==> src/rtl/rtc_tick_pkg.sv <==
package rtc_tick_pkg;
  localparam int TICK_W      = 16;
  localparam int FRAC_W      = 4;
  localparam int FRAC_LSB    = 16;
  localparam int FRAC_EN_BIT = FRAC_LSB + FRAC_W;
  localparam int CAL_W       = FRAC_EN_BIT + 1;
  localparam int CNT_W       = TICK_W + 1;
  localparam logic [31:0] CAL_MASK = 32'((64'd1 << CAL_W) - 64'd1);

  typedef struct packed {
    logic [TICK_W-1:0] maxTick;
    logic              stretch;
  } tickCtl_t;
endpackage

==> src/rtl/rtc_cal_ctrl.sv <==
module rtc_cal_ctrl
  import rtc_tick_pkg::*;
#(
  parameter logic [31:0] CAL_RESET = 32'h0000_7FFF
) (
  input  logic        clk,
  input  logic        rstN,
  input  logic        calWrEn,
  input  logic [31:0] calWrData,
  input  logic        secEnd,
  output logic [31:0] calRdData,
  output tickCtl_t    tickCtl
);
  localparam logic [31:0] RESET_WORD = CAL_RESET & CAL_MASK;

  logic [31:0]       shadowCal;
  logic [TICK_W-1:0] activeMax;
  logic [FRAC_W-1:0] activeFrac;
  logic              activeFracOn;
  logic [FRAC_W-1:0] secIdx;

  // Pending word: written any time and read back directly
  always_ff @(posedge clk or negedge rstN) begin
    if (!rstN) begin
      shadowCal <= RESET_WORD;
    end else if (calWrEn) begin
      shadowCal <= calWrData & CAL_MASK;
    end
  end

  // Active settings and frame position move only at a second boundary
  always_ff @(posedge clk or negedge rstN) begin
    if (!rstN) begin
      activeMax    <= RESET_WORD[TICK_W-1:0];
      activeFrac   <= RESET_WORD[FRAC_LSB +: FRAC_W];
      activeFracOn <= RESET_WORD[FRAC_EN_BIT];
      secIdx       <= '0;
    end else if (secEnd) begin
      activeMax    <= shadowCal[TICK_W-1:0];
      activeFrac   <= shadowCal[FRAC_LSB +: FRAC_W];
      activeFracOn <= shadowCal[FRAC_EN_BIT];
      secIdx       <= secIdx + 1'b1;
    end
  end

  // Second s is stretched when (s*N mod 16) + N carries out of FRAC_W bits
  logic [FRAC_W-1:0] fracN;
  logic [FRAC_W-1:0] prodLow;
  logic [FRAC_W:0]   carrySum;

  always_comb begin
    fracN    = activeFracOn ? activeFrac : '0;
    prodLow  = secIdx * fracN;
    carrySum = {1'b0, prodLow} + {1'b0, fracN};
    tickCtl.maxTick = activeMax;
    tickCtl.stretch = carrySum[FRAC_W];
  end

  assign calRdData = shadowCal;
endmodule

==> src/rtl/rtc_tick_dp.sv <==
module rtc_tick_dp
  import rtc_tick_pkg::*;
(
  input  logic     clk,
  input  logic     rstN,
  input  tickCtl_t tickCtl,
  output logic     secEnd,
  output logic     secPulse
);
  logic [CNT_W-1:0] tickCnt;
  logic [CNT_W-1:0] tickLimit;

  always_comb begin
    tickLimit = {1'b0, tickCtl.maxTick} + CNT_W'(tickCtl.stretch);
    secEnd    = (tickCnt == tickLimit);
  end

  always_ff @(posedge clk or negedge rstN) begin
    if (!rstN) begin
      tickCnt  <= '0;
      secPulse <= 1'b0;
    end else begin
      tickCnt  <= secEnd ? '0 : tickCnt + 1'b1;
      secPulse <= secEnd;
    end
  end
endmodule

==> src/rtl/rtc_sec_tick.sv <==
module rtc_sec_tick
  import rtc_tick_pkg::*;
#(
  parameter logic [31:0] CAL_RESET = 32'h0000_7FFF
) (
  input  logic        clk,
  input  logic        rstN,
  input  logic        calWrEn,
  input  logic [31:0] calWrData,
  output logic [31:0] calRdData,
  output logic        secPulse
);
  tickCtl_t tickCtl;
  logic     secEnd;

  rtc_cal_ctrl #(.CAL_RESET(CAL_RESET)) uCtrl (
    .clk(clk), .rstN(rstN), .calWrEn(calWrEn), .calWrData(calWrData),
    .secEnd(secEnd), .calRdData(calRdData), .tickCtl(tickCtl)
  );

  rtc_tick_dp uDp (
    .clk(clk), .rstN(rstN), .tickCtl(tickCtl),
    .secEnd(secEnd), .secPulse(secPulse)
  );
endmodule

==> config.mk <==
export PLATFORM = sky130hd
export DESIGN_NAME = rtc_sec_tick
export DESIGN_NICKNAME = d
export VERILOG_FILES = /design/src/rtl/rtc_tick_pkg.sv /design/src/rtl/rtc_cal_ctrl.sv /design/src/rtl/rtc_tick_dp.sv /design/src/rtl/rtc_sec_tick.sv
export SDC_FILE = /design/constraint.sdc
export NUM_CORES = 1
export LEC_CHECK = 0
export ABC_AREA = 1
export BUFFER_PORTS_ARGS = -buffer_cell sky130_fd_sc_hd__buf_2
export CAP_MARGIN = 40
export CORE_MARGIN = 4
export CORE_UTILIZATION = 37
export CTS_BUF_LIST = sky130_fd_sc_hd__clkbuf_8
export DETAILED_ROUTE_END_ITERATION = 10
export GPL_TIMING_DRIVEN = 0
export SLEW_MARGIN = 20
export SYNTH_ARGS = -nofsm -noshare
export SYNTH_HDL_FRONTEND = slang
export SYNTH_SLANG_ARGS = --single-unit
export TNS_END_PERCENT = 5
==> constraint.sdc <==
create_clock -name clk -period 5.7 [get_ports clk]
set_clock_uncertainty 0.15 [all_clocks]
set_input_delay 0.57 -clock clk [delete_from_list [all_inputs] [get_ports clk]]
set_output_delay 0.57 -clock clk [all_outputs]
set_load 0.01 [all_outputs]
Yosys cells after proc, flatten, opt, wreduce, memory -nomap -nowiden
Index checks and enable logic that the tools add are counted.
- bits of input ports: 35
- flip-flop bits (word level): 64
- equality and inequality tests: 1
- add/subtract/negate cells: 4
- multiplexer cells: 2
- multipliers: 1
- operators with widths (cell ; count):
    $add 16x1->17 ; 1
    $add 17x1->17 const B ; 1
    $eq 17x17->1 ; 1
    $mux 17 ; 1
    $add 4x4->5 ; 1
    $add 4x1->4 const B ; 1
    $mul 4x4->4 ; 1
    $mux 4 ; 1

Logic depth before layout (Yosys ltp)
Gate-level depths: netlist of the first run.
- depth in word-level cells: 6
- depth in mapped cells: 27

Hierarchy
Synthesis of the first run repeated with hierarchy kept, for this count alone.
- cell total of the unflattened synthesis: 499
- area, all modules: 3853.7 um2
- modules (own cells, without submodules) (module ; instances ; cells an instance ; area an instance (um2) ; seq. area each (um2)):
    rtc_cal_ctrl ; 1 ; 238 ; 2167.1 ; 1188.6
    rtc_tick_dp ; 1 ; 261 ; 1686.6 ; 450.4

Worst setup path before layout of the first run
Ideal clock, no wire load.
- path kind: register -> register
- start point: reg uCtrl.secIdx[0]
- end point: reg uCtrl.secIdx[2]
- data required time: 5.433 ns
- setup time: 0.117 ns
- path slack: 1.472 ns
- period minus slack after synthesis: 4.228 ns
- buffers on the path: 1
- stages on the path, launching flop included: 23
- arrival time: 3.960 ns
- path through: dfrtp_1 -> inv_1 -> nor2_1 -> ha_1 -> ha_1 -> ha_1 -> xnor2_1 -> xor2_1 -> xor2_1 -> ha_1 -> a21oi_1 -> o21ai_0 -> ha_1 -> ha_1 -> nand2_1 -> nor2_4 -> nand2_2 -> nor2_1 -> xnor2_1 -> nand4_4 -> buf_2 -> nand2_1 -> nand2_1
- longest elaborated chain between the ends: 4
- elaborated cells between the ends (all ways): 5
- classes of those cells: 3 x add/sub; 1 x mul; 1 x eq/ne
- ends and longest elaborated chain (item ; line ; source):
    start: declaration ; rtc_cal_ctrl.sv:20 ; logic [FRAC_W-1:0] secIdx;
    start signal: assignment ; rtc_cal_ctrl.sv:42 ; secIdx <= secIdx + 1'b1;
    $mul 4x4->4 ; rtc_cal_ctrl.sv:53 ; prodLow = secIdx * fracN;
    $add 4x4->5 ; rtc_cal_ctrl.sv:54 ; carrySum = {1'b0, prodLow} + {1'b0, fracN};
    $add 16x1->17 ; rtc_tick_dp.sv:14 ; tickLimit = {1'b0, tickCtl.maxTick} + CNT_W'(tickCtl.stretch);
    $eq 17x17->1 ; rtc_tick_dp.sv:15 ; secEnd = (tickCnt == tickLimit);
Several ways; a longest one is shown, not always the timed one.
A chain may end at the register's enable or synchronous reset.

Final worst setup path of the first run
- start point: reg uCtrl.secIdx[0]
- end point: reg uDp.tickCnt[12]
- longest elaborated chain between the ends: 5
- ends and longest elaborated chain (item ; line ; source):
    $mul 4x4->4 ; rtc_cal_ctrl.sv:53 ;
    $add 4x4->5 ; rtc_cal_ctrl.sv:54 ;
    $add 16x1->17 ; rtc_tick_dp.sv:14 ;
    $eq 17x17->1 ; rtc_tick_dp.sv:15 ;
    named net secEnd ; rtc_sec_tick.sv:14 ; logic secEnd;
    $mux 17 ; rtc_tick_dp.sv:23 ; tickCnt <= secEnd ? '0 : tickCnt + 1'b1;
    end signal: assignment ; rtc_tick_dp.sv:23 ;
    end: declaration ; rtc_tick_dp.sv:10 ; logic [CNT_W-1:0] tickCnt;
The timed path passes the listed nets, and every way through them passes these cells.

==> results_dict.tcl, run 1 <==
set metrics [dict create \
    cellPowerDensity_nw_per_um2 341.2 \
    post-route-cell-area_um2 4469 \
    period_needed_ns 5.008 \
    total_negative_setup_slack_ns 0 \
    synth_edf_count 0 \
    antenna_found_initial 0 \
    vias_per_cell 4.661 \
    place.gp.congestion 0.8717 \
    timing.critical_path.from_type "flop" \
    dieHeight_um 109.5 \
    dp.cells 662 \
    final.fill_count 1031 \
    max_cap_violations 0 \
    cp_data_required_time_ns 5.78 \
    yosys_warnings 0 \
    rsz0062_at_grt "false" \
    drt_iter0_markers 242 \
    synth_cell_types 29 \
    first_pass_grt_wire_length_um 14010 \
    synth.top_cells.by_area "sky130_fd_sc_hd__dfrtp_1 (22%), sky130_fd_sc_hd__dfstp_2 (21%), sky130_fd_sc_hd__nand2_1 (14%)" \
    place_ws_ns 0.6615 \
    drc 0 \
    core.rowCount 36 \
    io_pins 68 \
    first_global_vias 2973 \
    main_flop_type_after_synthesis "sky130_fd_sc_hd__dfrtp_1" \
    clock_sinks 64 \
    overflow 0 \
    clk_pin_slew_worst_setup_hold_paths_ns 0.07 \
    clock_tree.root_cell "sky130_fd_sc_hd__clkbuf_8" \
    core-area_um2 9910 \
    fmax_mhz 199.7 \
    worstSkewPairLatency_ns 0.35 \
    worst-endpoint-arrival_ns 5.09 \
    cts.htree.levels 3 \
    place_hpwl_um 6351 \
    instances_no_fill 679 \
    postSynthRegisterBits 64 \
    area_of_the_die_um2 11990 \
    post_synth.cell_area_avg_um2 8.057 \
    timing.setup.critical_path_class "reg -> reg" \
    finish.net_count 587 \
    globalRouteTotalUtil_pct 14.79 \
    num_antenna_cells 0 \
    timing.critical_path.fanout_max 10 \
    detail-route-antenna-nets 0 \
    timing.final.hold_violations 0 \
    placed_area_um2 4270 \
    detailedRoute.firstPassIterationCount 4 \
    critPathCaptureType "flop" \
    wl_per_cell_um 12.06 \
    cts_buffers 9 \
    postSynthCellCount 473 \
    yosysSeqAreaShare_pct 43.01 \
    syn2layout_area_growth_pct 17.27 \
    netlist_area_um2 3811 \
    grt_start_max_net_pins 48 \
    postSynth.asyncResetShare_pct 100.0 \
    peakVddDrop_mv 0.2172 \
    postCtsSetupBuffers 0 \
    worst-slew-pin-transition_ns 0.8890 \
    io_buffers 45 \
    fin_ws_ns 0.6924 \
    maxSlewViolCount 0 \
    post_route_cells_drive_above_1_share_pct 25.82 \
    power_leakage_nw 2.198 \
    timing.max_slew.rel_slack_pct 40.30 \
    floorplan.die.width_um 109.5 \
    hp-class "in -> reg" \
    area_share_of_the_largest_cell_type_after_synthesis_pct 22.32 \
    maximum_root_to_sink_buffer_count 2 \
    result_of_the_run "completed" \
    tritoncts "yes" \
    vias 3165 \
    finalSetupViolations 0 \
    yosys.area.top_type "sky130_fd_sc_hd__dfrtp_1" \
    postRouteWirelength_um 8192 \
    layout_worst_path_cycle_share_pct 87.85 \
    utilization_pct 45.10 \
    floorplan.initialDensity_pct 38.46 \
]
-- logic make-up (layout without fill, tap and decap cells) --
family | Yosys count | in the layout | share of synthesized area (%)
xor+xnor | 25 | 25 | 5.745
simple gates | 270 | 270 | 31.39
fa+ha+maj | 11 | 11 | 3.611
other cells | 1 | 11 | 0.09840
compound gates | 9 | 9 | 1.247
buf+inv | 72 | 135 | 8.700
mux | 21 | 21 | 6.205
flops | 64 | 64 | 43.01
-- metrics by stage --
step           hold slack [ns]  power [mW]
6_report                0.3030       1.525
2_1_floorplan           0.1244       1.023
3_5_place_dp            0.3104       1.152
5_1_grt                 0.2839       1.653
3_3_place_gp            0.3094       1.136
4_1_cts                 0.2896       1.545
-- where the power goes --
part	switching (mW)	internal [mW]	total, mW
clock	0.183	0.199	0.382
combinational	0.262	0.178	0.440
sequential	0.115	0.587	0.703
total	0.561	0.964	1.53
-- cell usage after synthesis (2+ instances only) --
cell type	number
sky130_fd_sc_hd__a21oi_1	2
sky130_fd_sc_hd__buf_2	2
sky130_fd_sc_hd__buf_4	13
sky130_fd_sc_hd__clkbuf_1	6
sky130_fd_sc_hd__dfrtp_1	34
sky130_fd_sc_hd__dfstp_2	30
sky130_fd_sc_hd__ha_1	11
sky130_fd_sc_hd__inv_1	46
sky130_fd_sc_hd__inv_2	2
sky130_fd_sc_hd__mux2_2	21
sky130_fd_sc_hd__nand2_1	140
sky130_fd_sc_hd__nand2_2	2
sky130_fd_sc_hd__nand3_1	32
sky130_fd_sc_hd__nand4_1	31
sky130_fd_sc_hd__nor2_1	52
sky130_fd_sc_hd__nor2_2	5
sky130_fd_sc_hd__nor2_4	3
sky130_fd_sc_hd__nor3_1	3
sky130_fd_sc_hd__o21ai_0	5
sky130_fd_sc_hd__xnor2_1	9
sky130_fd_sc_hd__xor2_1	16
-- layer usage --
layer  up-vias  wire length, um  share of wire [%]  track usage (%)
met1      1439             3960                 48            20.12
li1       1643                -                  -                -
met2        72             3654                 45            22.80
met5         -                0                  0                0
met3        11              393                4.8            3.347
met4         0              183                2.2            5.966
-- final cells by class --
cell class | count | area, um^2 | share of cell area, %
multi-input cells | 347 | 1878 | 42.02
flip-flops and latches | 64 | 1639 | 36.67
repair buffers | 47 | 265.3 | 5.935
inverters | 50 | 190.2 | 4.255
well taps | 133 | 166.4 | 3.723
plain buffers | 22 | 141.4 | 3.164
clock buffers | 9 | 123.9 | 2.772
clock inverters | 7 | 65.06 | 1.456
-- final timing paths --
kind                                             to          startpoint  depth (start not counted)  slack, ns
worst max-delay path                uDp.tickCnt[12]     uCtrl.secIdx[0]                         22       0.69
min in group asynchronous            uDp.tickCnt[1]                rstN                          2       0.49
worst max register to register      uDp.tickCnt[12]     uCtrl.secIdx[0]                         22       0.69
max in group asynchronous       uCtrl.calRdData[11]                rstN                          3       4.34
worst min register to register   uCtrl.activeMax[0]  uCtrl.activeMax[0]                          2       0.32
worst min-delay path            uCtrl.calRdData[18]       calWrData[18]                          2       0.30
-- sequential cells by signal (all words and copies together), names as in the netlist --
register,count
uCtrl.calRdData,21
uCtrl.activeMax,16
uCtrl.secIdx,4
uCtrl.activeFrac,4
uDp.secPulse,1
uCtrl.activeFracOn,1
uDp.tickCnt,17
-- timing repair --
action	in CTS	in global routing
setup endpoints to repair	0	0
endpoints found under the hold margin	16	0
hold buffers	1	0
resized for setup	0	0
-- worst max-delay path, stage by stage (launching register included) --
cell                      delay, ns
sky130_fd_sc_hd__dfrtp_1       0.41
sky130_fd_sc_hd__inv_1         0.15
sky130_fd_sc_hd__nor2_1        0.07
sky130_fd_sc_hd__ha_1          0.28
sky130_fd_sc_hd__ha_1          0.28
sky130_fd_sc_hd__ha_1          0.21
sky130_fd_sc_hd__xnor2_1       0.16
sky130_fd_sc_hd__xor2_1        0.20
sky130_fd_sc_hd__xor2_1        0.17
sky130_fd_sc_hd__ha_1          0.26
sky130_fd_sc_hd__a21oi_1       0.14
sky130_fd_sc_hd__o21ai_0       0.18
sky130_fd_sc_hd__ha_1          0.26
sky130_fd_sc_hd__ha_1          0.21
sky130_fd_sc_hd__nand2_1       0.14
sky130_fd_sc_hd__nor2_4        0.07
sky130_fd_sc_hd__nand2_2       0.10
sky130_fd_sc_hd__nor2_1        0.06
sky130_fd_sc_hd__xnor2_1       0.69
sky130_fd_sc_hd__nand4_4       0.28
sky130_fd_sc_hd__inv_4         0.20
sky130_fd_sc_hd__buf_6         0.16
sky130_fd_sc_hd__nor2_1        0.05
-- cells in the final DEF (no fill, tap or decap), drive strengths merged, types with 2 or more instances in the layout --
| cell | netlist | layout |
|---|---|---|
| dfstp | 30 | 30 |
| clkinv | 1 | 5 |
| nor3 | 3 | 3 |
| buf | 16 | 62 |
| xor2 | 16 | 16 |
| o21ai | 6 | 6 |
| a21oi | 2 | 2 |
| inv | 49 | 51 |
| nor2 | 60 | 60 |
| nand3 | 32 | 32 |
| conb | 1 | 11 |
| ha | 11 | 11 |
| mux2 | 21 | 21 |
| xnor2 | 9 | 9 |
| nand4 | 32 | 32 |
| nand2 | 142 | 142 |
| dfrtp | 34 | 34 |
| clkbuf | 6 | 15 |
(Power assumes the default switching activity.)
==> inputs of run 2 (changes only) <==
Settings changed: ABC_AREA 1 to 0.
==> results_dict.tcl, run 2 <==
set metrics [dict create \
    cp_data_required_time_ns 5.77 \
    max_cap_violations 0 \
    worstSkewPairLatency_ns 0.34 \
    peakVddDrop_mv 0.1798 \
    critPathCaptureType "flop" \
    timing.setup.critical_path_class "reg -> reg" \
    first_pass_grt_wire_length_um 11610 \
    core-area_um2 9196 \
    fmax_mhz 187.5 \
    wl_per_cell_um 13.91 \
    finalSetupViolations 0 \
    detailedRoute.firstPassIterationCount 4 \
    yosys.area.top_type "sky130_fd_sc_hd__dfrtp_1" \
    utilization_pct 44.86 \
    post-synth-top-count-cell "sky130_fd_sc_hd__mux2_2" \
    postRouteWirelength_um 6762 \
    dp.cells 467 \
    largest_register_ffs 21 \
    power_switching_share_pct 29.32 \
    synth_commonest_cells "sky130_fd_sc_hd__mux2_2 (43), sky130_fd_sc_hd__dfrtp_1 (34), sky130_fd_sc_hd__dfstp_2 (30), sky130_fd_sc_hd__xnor2_1 (25), sky130_fd_sc_hd__nor2_1 (23)" \
    tritoncts "yes" \
    floorplan.initialDensity_pct 37.82 \
    sequentialPowerShare_pct 49.9 \
    first_global_vias 2370 \
    period_needed_ns 5.335 \
    fin_ws_ns 0.3653 \
    drt_iter0_markers 109 \
    switching_power_uw 344.9 \
    cellPowerDensity_nw_per_um2 285.2 \
    hp-class "in -> reg" \
    main_flop_type_after_synthesis "sky130_fd_sc_hd__dfrtp_1" \
    final_cell_mix "sky130_fd_sc_hd__buf_2 (44), sky130_fd_sc_hd__mux2_2 (43), sky130_fd_sc_hd__dfrtp_1 (34)" \
    core.rowCount 35 \
    layout_commonest_cell "sky130_fd_sc_hd__buf_2" \
    post_synth.cell_area_avg_um2 11.56 \
    timing.critical_path.fanout_max 11 \
    result_of_the_run "completed" \
    postSynth.asyncResetShare_pct 100.0 \
    num_antenna_cells 0 \
    rsz0062_at_grt "false" \
    synth_edf_count 0 \
    yosys_warnings 0 \
    instances_no_fill 486 \
    io_pins 68 \
    cts.htree.levels 3 \
    cts_buffers 9 \
    maximum_root_to_sink_buffer_count 2 \
    timing.max_slew.rel_slack_pct 50.99 \
    place_ws_ns 0.1248 \
    place_hpwl_um 4956 \
    globalRouteTotalUtil_pct 13.16 \
    yosysSeqAreaShare_pct 47.12 \
    synth_cell_types 43 \
    dieHeight_um 105.0 \
    clk_pin_slew_worst_setup_hold_paths_ns 0.08 \
    area_of_the_die_um2 11020 \
    worst-slew-pin-transition_ns 0.7351 \
    worst-endpoint-arrival_ns 5.41 \
    maxSlewViolCount 0 \
    post_route_cells_drive_above_1_share_pct 42.40 \
    synth.top_cells.by_area "sky130_fd_sc_hd__dfrtp_1 (24%), sky130_fd_sc_hd__dfstp_2 (23%), sky130_fd_sc_hd__mux2_2 (14%)" \
    grt_start_max_net_pins 65 \
    internal-power_uw 831.6 \
    netlist_area_um2 3478 \
    clock_tree.root_cell "sky130_fd_sc_hd__clkbuf_8" \
    io_buffers 45 \
    place.gp.congestion 0.7978 \
    overflow 0 \
    floorplan.die.width_um 105.0 \
    timing.final.hold_violations 0 \
    antenna_found_initial 0 \
    vias_per_cell 4.920 \
    combinationalPowerShare_pct 17.6 \
    clock_sinks 64 \
    syn2layout_area_growth_pct 18.60 \
    finish.net_count 416 \
    timing.critical_path.from_type "flop" \
    postSynthCellCount 301 \
    power_leakage_nw 1.853 \
    pwr_total_mw 1.177 \
    area_share_of_the_largest_cell_type_after_synthesis_pct 24.46 \
    postSynthRegisterBits 64 \
    vias 2391 \
    total_negative_setup_slack_ns 0 \
    power.clock.fraction_pct 32.5 \
    detail-route-antenna-nets 0 \
    drc 0 \
    layout_worst_path_cycle_share_pct 93.59 \
]
==> run 2: cell count changes in the layout (fill, tap and decap cells not counted), sizes merged, moves of 4 or more <==
cell | before | now
inv | 51 | 4
nor4 | 0 | 8
xnor2 | 9 | 25
and2 | 0 | 4
nand4 | 32 | 9
nand3 | 32 | 12
nor2 | 60 | 23
o21ai | 6 | 2
and3 | 0 | 9
mux2 | 21 | 43
nand2 | 142 | 13
==> run 2: kinds of logic after synthesis <==
logic type / share of synthesized area [%]
DFF: 47.12
adders and majority gates: 3.957
xor gates and xnor gates: 11.08
AOI/OAI and AO/OA: 4.173
muxes: 13.92
and+or+nand+nor: 14.86
other: 0.1078
buffers and inverters: 4.784
==> run 2: power by group through the flow <==
stage               clock (mW)  combinational (mW)  sequential, mW
floorplan                    0               0.146           0.584
global placement             0               0.202           0.592
detailed placement           0               0.208           0.593
CTS                      0.395               0.208           0.587
global route             0.416               0.233           0.600
finish                   0.382               0.207           0.587
==> run 2: per-layer routing <==
layer / vias up / track usage (%) / wire length [um]
li1: 1185 / - / -
met1: 1149 / 17.76 / 3253
met2: 47 / 19.94 / 3088
met3: 10 / 4.509 / 329
met4: 0 / 4.030 / 91
met5: - / 0 / 0
==> run 2: final timing paths <==
kind | slack, ns | end | start | cells after the start
min in group asynchronous | 0.54 | uCtrl.calRdData[15] | rstN | 2
setup / recovery | 0.37 | uCtrl.activeFrac[3] | uCtrl.activeFracOn | 19
hold reg to reg | 0.33 | uCtrl.secIdx[3] | uCtrl.secIdx[3] | 1
setup reg to reg | 0.37 | uCtrl.activeFrac[3] | uCtrl.activeFracOn | 19
max in group asynchronous | 4.28 | uCtrl.calRdData[2] | rstN | 3
hold / removal | 0.30 | uCtrl.calRdData[15] | calWrData[15] | 2
==> run 2: metrics by stage <==
stage                     area [um^2]  hold WS (ns)
final                            4125        0.2988
after global routing             4125        0.2736
after CTS                        4079        0.1719
after detailed placement         3882        0.3165
after global placement           3880        0.3072
after floorplan                  3516        0.1244
==> run 2: final cells by class <==
| class | count | area, um^2 |
|---|---|---|
| inverter | 4 | 15.01 |
| tap | 111 | 138.9 |
| multi-input combinational | 222 | 1715 |
| clock inverter | 7 | 72.57 |
| buffer | 20 | 147.6 |
| fill | 864 | 5071 |
| sequential | 64 | 1639 |
| timing repair buffer | 49 | 272.8 |
| clock buffer | 9 | 123.9 |
==> run 2: critical path: stages (launching register included) <==
cell and delay (ns):
sky130_fd_sc_hd__dfrtp_1 0.47, sky130_fd_sc_hd__and3_1 0.19, sky130_fd_sc_hd__ha_1 0.29, sky130_fd_sc_hd__ha_1 0.27
sky130_fd_sc_hd__ha_1 0.21, sky130_fd_sc_hd__xor2_1 0.15, sky130_fd_sc_hd__xnor2_1 0.20, sky130_fd_sc_hd__xnor2_1 0.11
sky130_fd_sc_hd__ha_1 0.28, sky130_fd_sc_hd__a21o_1 0.11, sky130_fd_sc_hd__ha_1 0.20, sky130_fd_sc_hd__ha_1 0.24
sky130_fd_sc_hd__nand3_2 0.15, sky130_fd_sc_hd__or4_1 0.48, sky130_fd_sc_hd__o21ai_0 0.18, sky130_fd_sc_hd__or4b_1 0.55
sky130_fd_sc_hd__nor4_4 0.28, sky130_fd_sc_hd__buf_4 0.18, sky130_fd_sc_hd__buf_6 0.17, sky130_fd_sc_hd__mux2_2 0.34
==> run 2: timing repair <==
item	CTS	global route
endpoints found under the hold margin	0	4
hold buffers	0	1
setup buffers	0	2
gates resized for setup	0	1
setup endpoints to repair	0	41
==> inputs of run 3 (changes only) <==
Settings changed: SLEW_MARGIN 20 to 10.
Clock period 5.7 ns to 6.2 ns, I/O delays scaled along.
==> results_dict.tcl, run 3 (same netlist as run 2, synthesis figures left out) <==
set metrics [dict create \
    pwr_total_mw 1.080 \
    peakVddDrop_mv 0.1650 \
    clk_pin_slew_worst_setup_hold_paths_ns 0.08 \
    timing.max_slew.rel_slack_pct 48.56 \
    sequentialPowerShare_pct 49.8 \
    total_negative_setup_slack_ns 0 \
    worstSkewPairLatency_ns 0.34 \
    post_route_cells_drive_above_1_share_pct 41.67 \
    post_cts_resized 0 \
    worst-endpoint-arrival_ns 5.63 \
    power_leakage_nw 1.830 \
    power_switching_share_pct 29.33 \
    switching_power_uw 316.6 \
    post-route-cell-area_um2 4079 \
    grt_start_max_net_pins 65 \
    wl_per_cell_um 13.97 \
    cp_data_required_time_ns 6.27 \
    max_cap_violations 0 \
    cts_buffers 9 \
    timing.hold.ws_ns 0.2075 \
    timing.critical_path.from_type "flop" \
    first_pass_grt_wire_length_um 11610 \
    clock_sinks 64 \
    tritoncts "yes" \
    timing.setup.critical_path_class "reg -> reg" \
    fin_ws_ns 0.6381 \
    syn2layout_area_growth_pct 17.27 \
    final_cell_mix "sky130_fd_sc_hd__buf_2 (44), sky130_fd_sc_hd__mux2_2 (43), sky130_fd_sc_hd__dfrtp_1 (34)" \
    floorplan.die.width_um 105.0 \
    antenna_found_initial 0 \
    instances_no_fill 483 \
    holdBufCountCts 0 \
    hp-class "in -> async" \
    clock_tree.root_cell "sky130_fd_sc_hd__clkbuf_8" \
    drc 0 \
    drt_iter0_markers 103 \
    utilization_pct 44.35 \
    place_hpwl_um 4956 \
    timing.final.hold_violations 0 \
    postCtsSetupBuffers 0 \
    dp.cells 467 \
    postRouteWirelength_um 6747 \
    cellPowerDensity_nw_per_um2 264.7 \
    area_of_the_die_um2 11020 \
    cts.htree.levels 3 \
    dieHeight_um 105.0 \
    final.fill_count 869 \
    maximum_root_to_sink_buffer_count 2 \
    layout_worst_path_cycle_share_pct 89.71 \
    finish.net_count 413 \
    core.rowCount 35 \
    finalSetupViolations 0 \
    vias_per_cell 4.946 \
    place.gp.congestion 0.7978 \
    globalRouteTotalUtil_pct 13.16 \
    io_buffers 45 \
    multiInputGateArea_um2 1710 \
    first_global_vias 2370 \
    detailedRoute.firstPassIterationCount 4 \
    maxSlewViolCount 0 \
    layout_commonest_cell "sky130_fd_sc_hd__buf_2" \
    result_of_the_run "completed" \
    placed_area_um2 3882 \
    vias 2389 \
    timing.critical_path.fanout_max 10 \
    largest_register_ffs 21 \
    core-area_um2 9196 \
    worst-slew-pin-transition_ns 0.7716 \
    floorplan.initialDensity_pct 37.82 \
    internal-power_uw 763.1 \
    rsz0062_at_grt "false" \
    critPathCaptureType "flop" \
    period_needed_ns 5.562 \
    num_antenna_cells 0 \
    fmax_mhz 179.8 \
    register_area_um2 1639 \
    detail-route-antenna-nets 0 \
    overflow 0 \
    power.clock.fraction_pct 32.6 \
    place_ws_ns 0.6248 \
    combinationalPowerShare_pct 17.6 \
    io_pins 68 \
]
run 3: cell count changes in the layout (fill, tap and decap cells not counted), sizes merged:
cell / change
buf: -3
dlygate4sd3: -1
clkbuf: +1
run 3: worst paths after layout:
| path | start | endpoint | slack (ns) | depth (start not counted) |
|---|---|---|---|---|
| worst max-delay path | uCtrl.activeFracOn | uCtrl.activeFrac[3] | 0.64 | 19 |
| worst min-delay path | rstN | uCtrl.calRdData[15] | 0.21 | 1 |
| worst max register to register | uCtrl.activeFracOn | uCtrl.activeFrac[3] | 0.64 | 19 |
| worst min register to register | uCtrl.secIdx[3] | uCtrl.secIdx[3] | 0.33 | 1 |
| max in group asynchronous | rstN | uCtrl.activeFrac[0] | 5.19 | 1 |
| min in group clk | uCtrl.secIdx[3] | uCtrl.secIdx[3] | 0.33 | 1 |
run 3: layer usage:
metal  vias to the layer above  GRT usage [%]  part of all wire [%]
li1                       1179              -                     -
met1                      1152          17.76                    48
met2                        49          19.94                    46
met3                         9          4.509                   4.8
met4                         0          4.030                   1.3
met5                         -              0                     0
run 3: critical path: stages, from the launching register on:
cell and delay (ns):
sky130_fd_sc_hd__dfrtp_1 0.34, sky130_fd_sc_hd__clkbuf_1 0.26, sky130_fd_sc_hd__and3_1 0.22, sky130_fd_sc_hd__ha_1 0.23
sky130_fd_sc_hd__ha_1 0.27, sky130_fd_sc_hd__ha_1 0.21, sky130_fd_sc_hd__xor2_1 0.15, sky130_fd_sc_hd__xnor2_1 0.20
sky130_fd_sc_hd__xnor2_1 0.11, sky130_fd_sc_hd__ha_1 0.28, sky130_fd_sc_hd__a21o_1 0.11, sky130_fd_sc_hd__ha_1 0.20
sky130_fd_sc_hd__ha_1 0.22, sky130_fd_sc_hd__nand3_1 0.21, sky130_fd_sc_hd__or4_1 0.51, sky130_fd_sc_hd__o21ai_0 0.18
sky130_fd_sc_hd__or4b_1 0.56, sky130_fd_sc_hd__nor4_4 0.44, sky130_fd_sc_hd__buf_6 0.24, sky130_fd_sc_hd__mux2_2 0.34
run 3: area by class of cell:
cell class,count,share of cell area [%]
multi-input cells,222,41.93
flip-flops and latches,64,40.18
repair buffers,45,5.583
clock inverters,7,1.779
clock buffers,9,3.037
inverters,4,0.3681
plain buffers,21,3.712
well taps,111,3.405
run 3: power groups by stage:
stage | sequential, mW | clock (mW) | combinational [mW]
finish | 0.538 | 0.352 | 0.190
floorplan | 0.537 | 0 | 0.134
global placement | 0.544 | 0 | 0.186
CTS | 0.539 | 0.363 | 0.192
global route | 0.550 | 0.383 | 0.214
detailed placement | 0.545 | 0 | 0.191
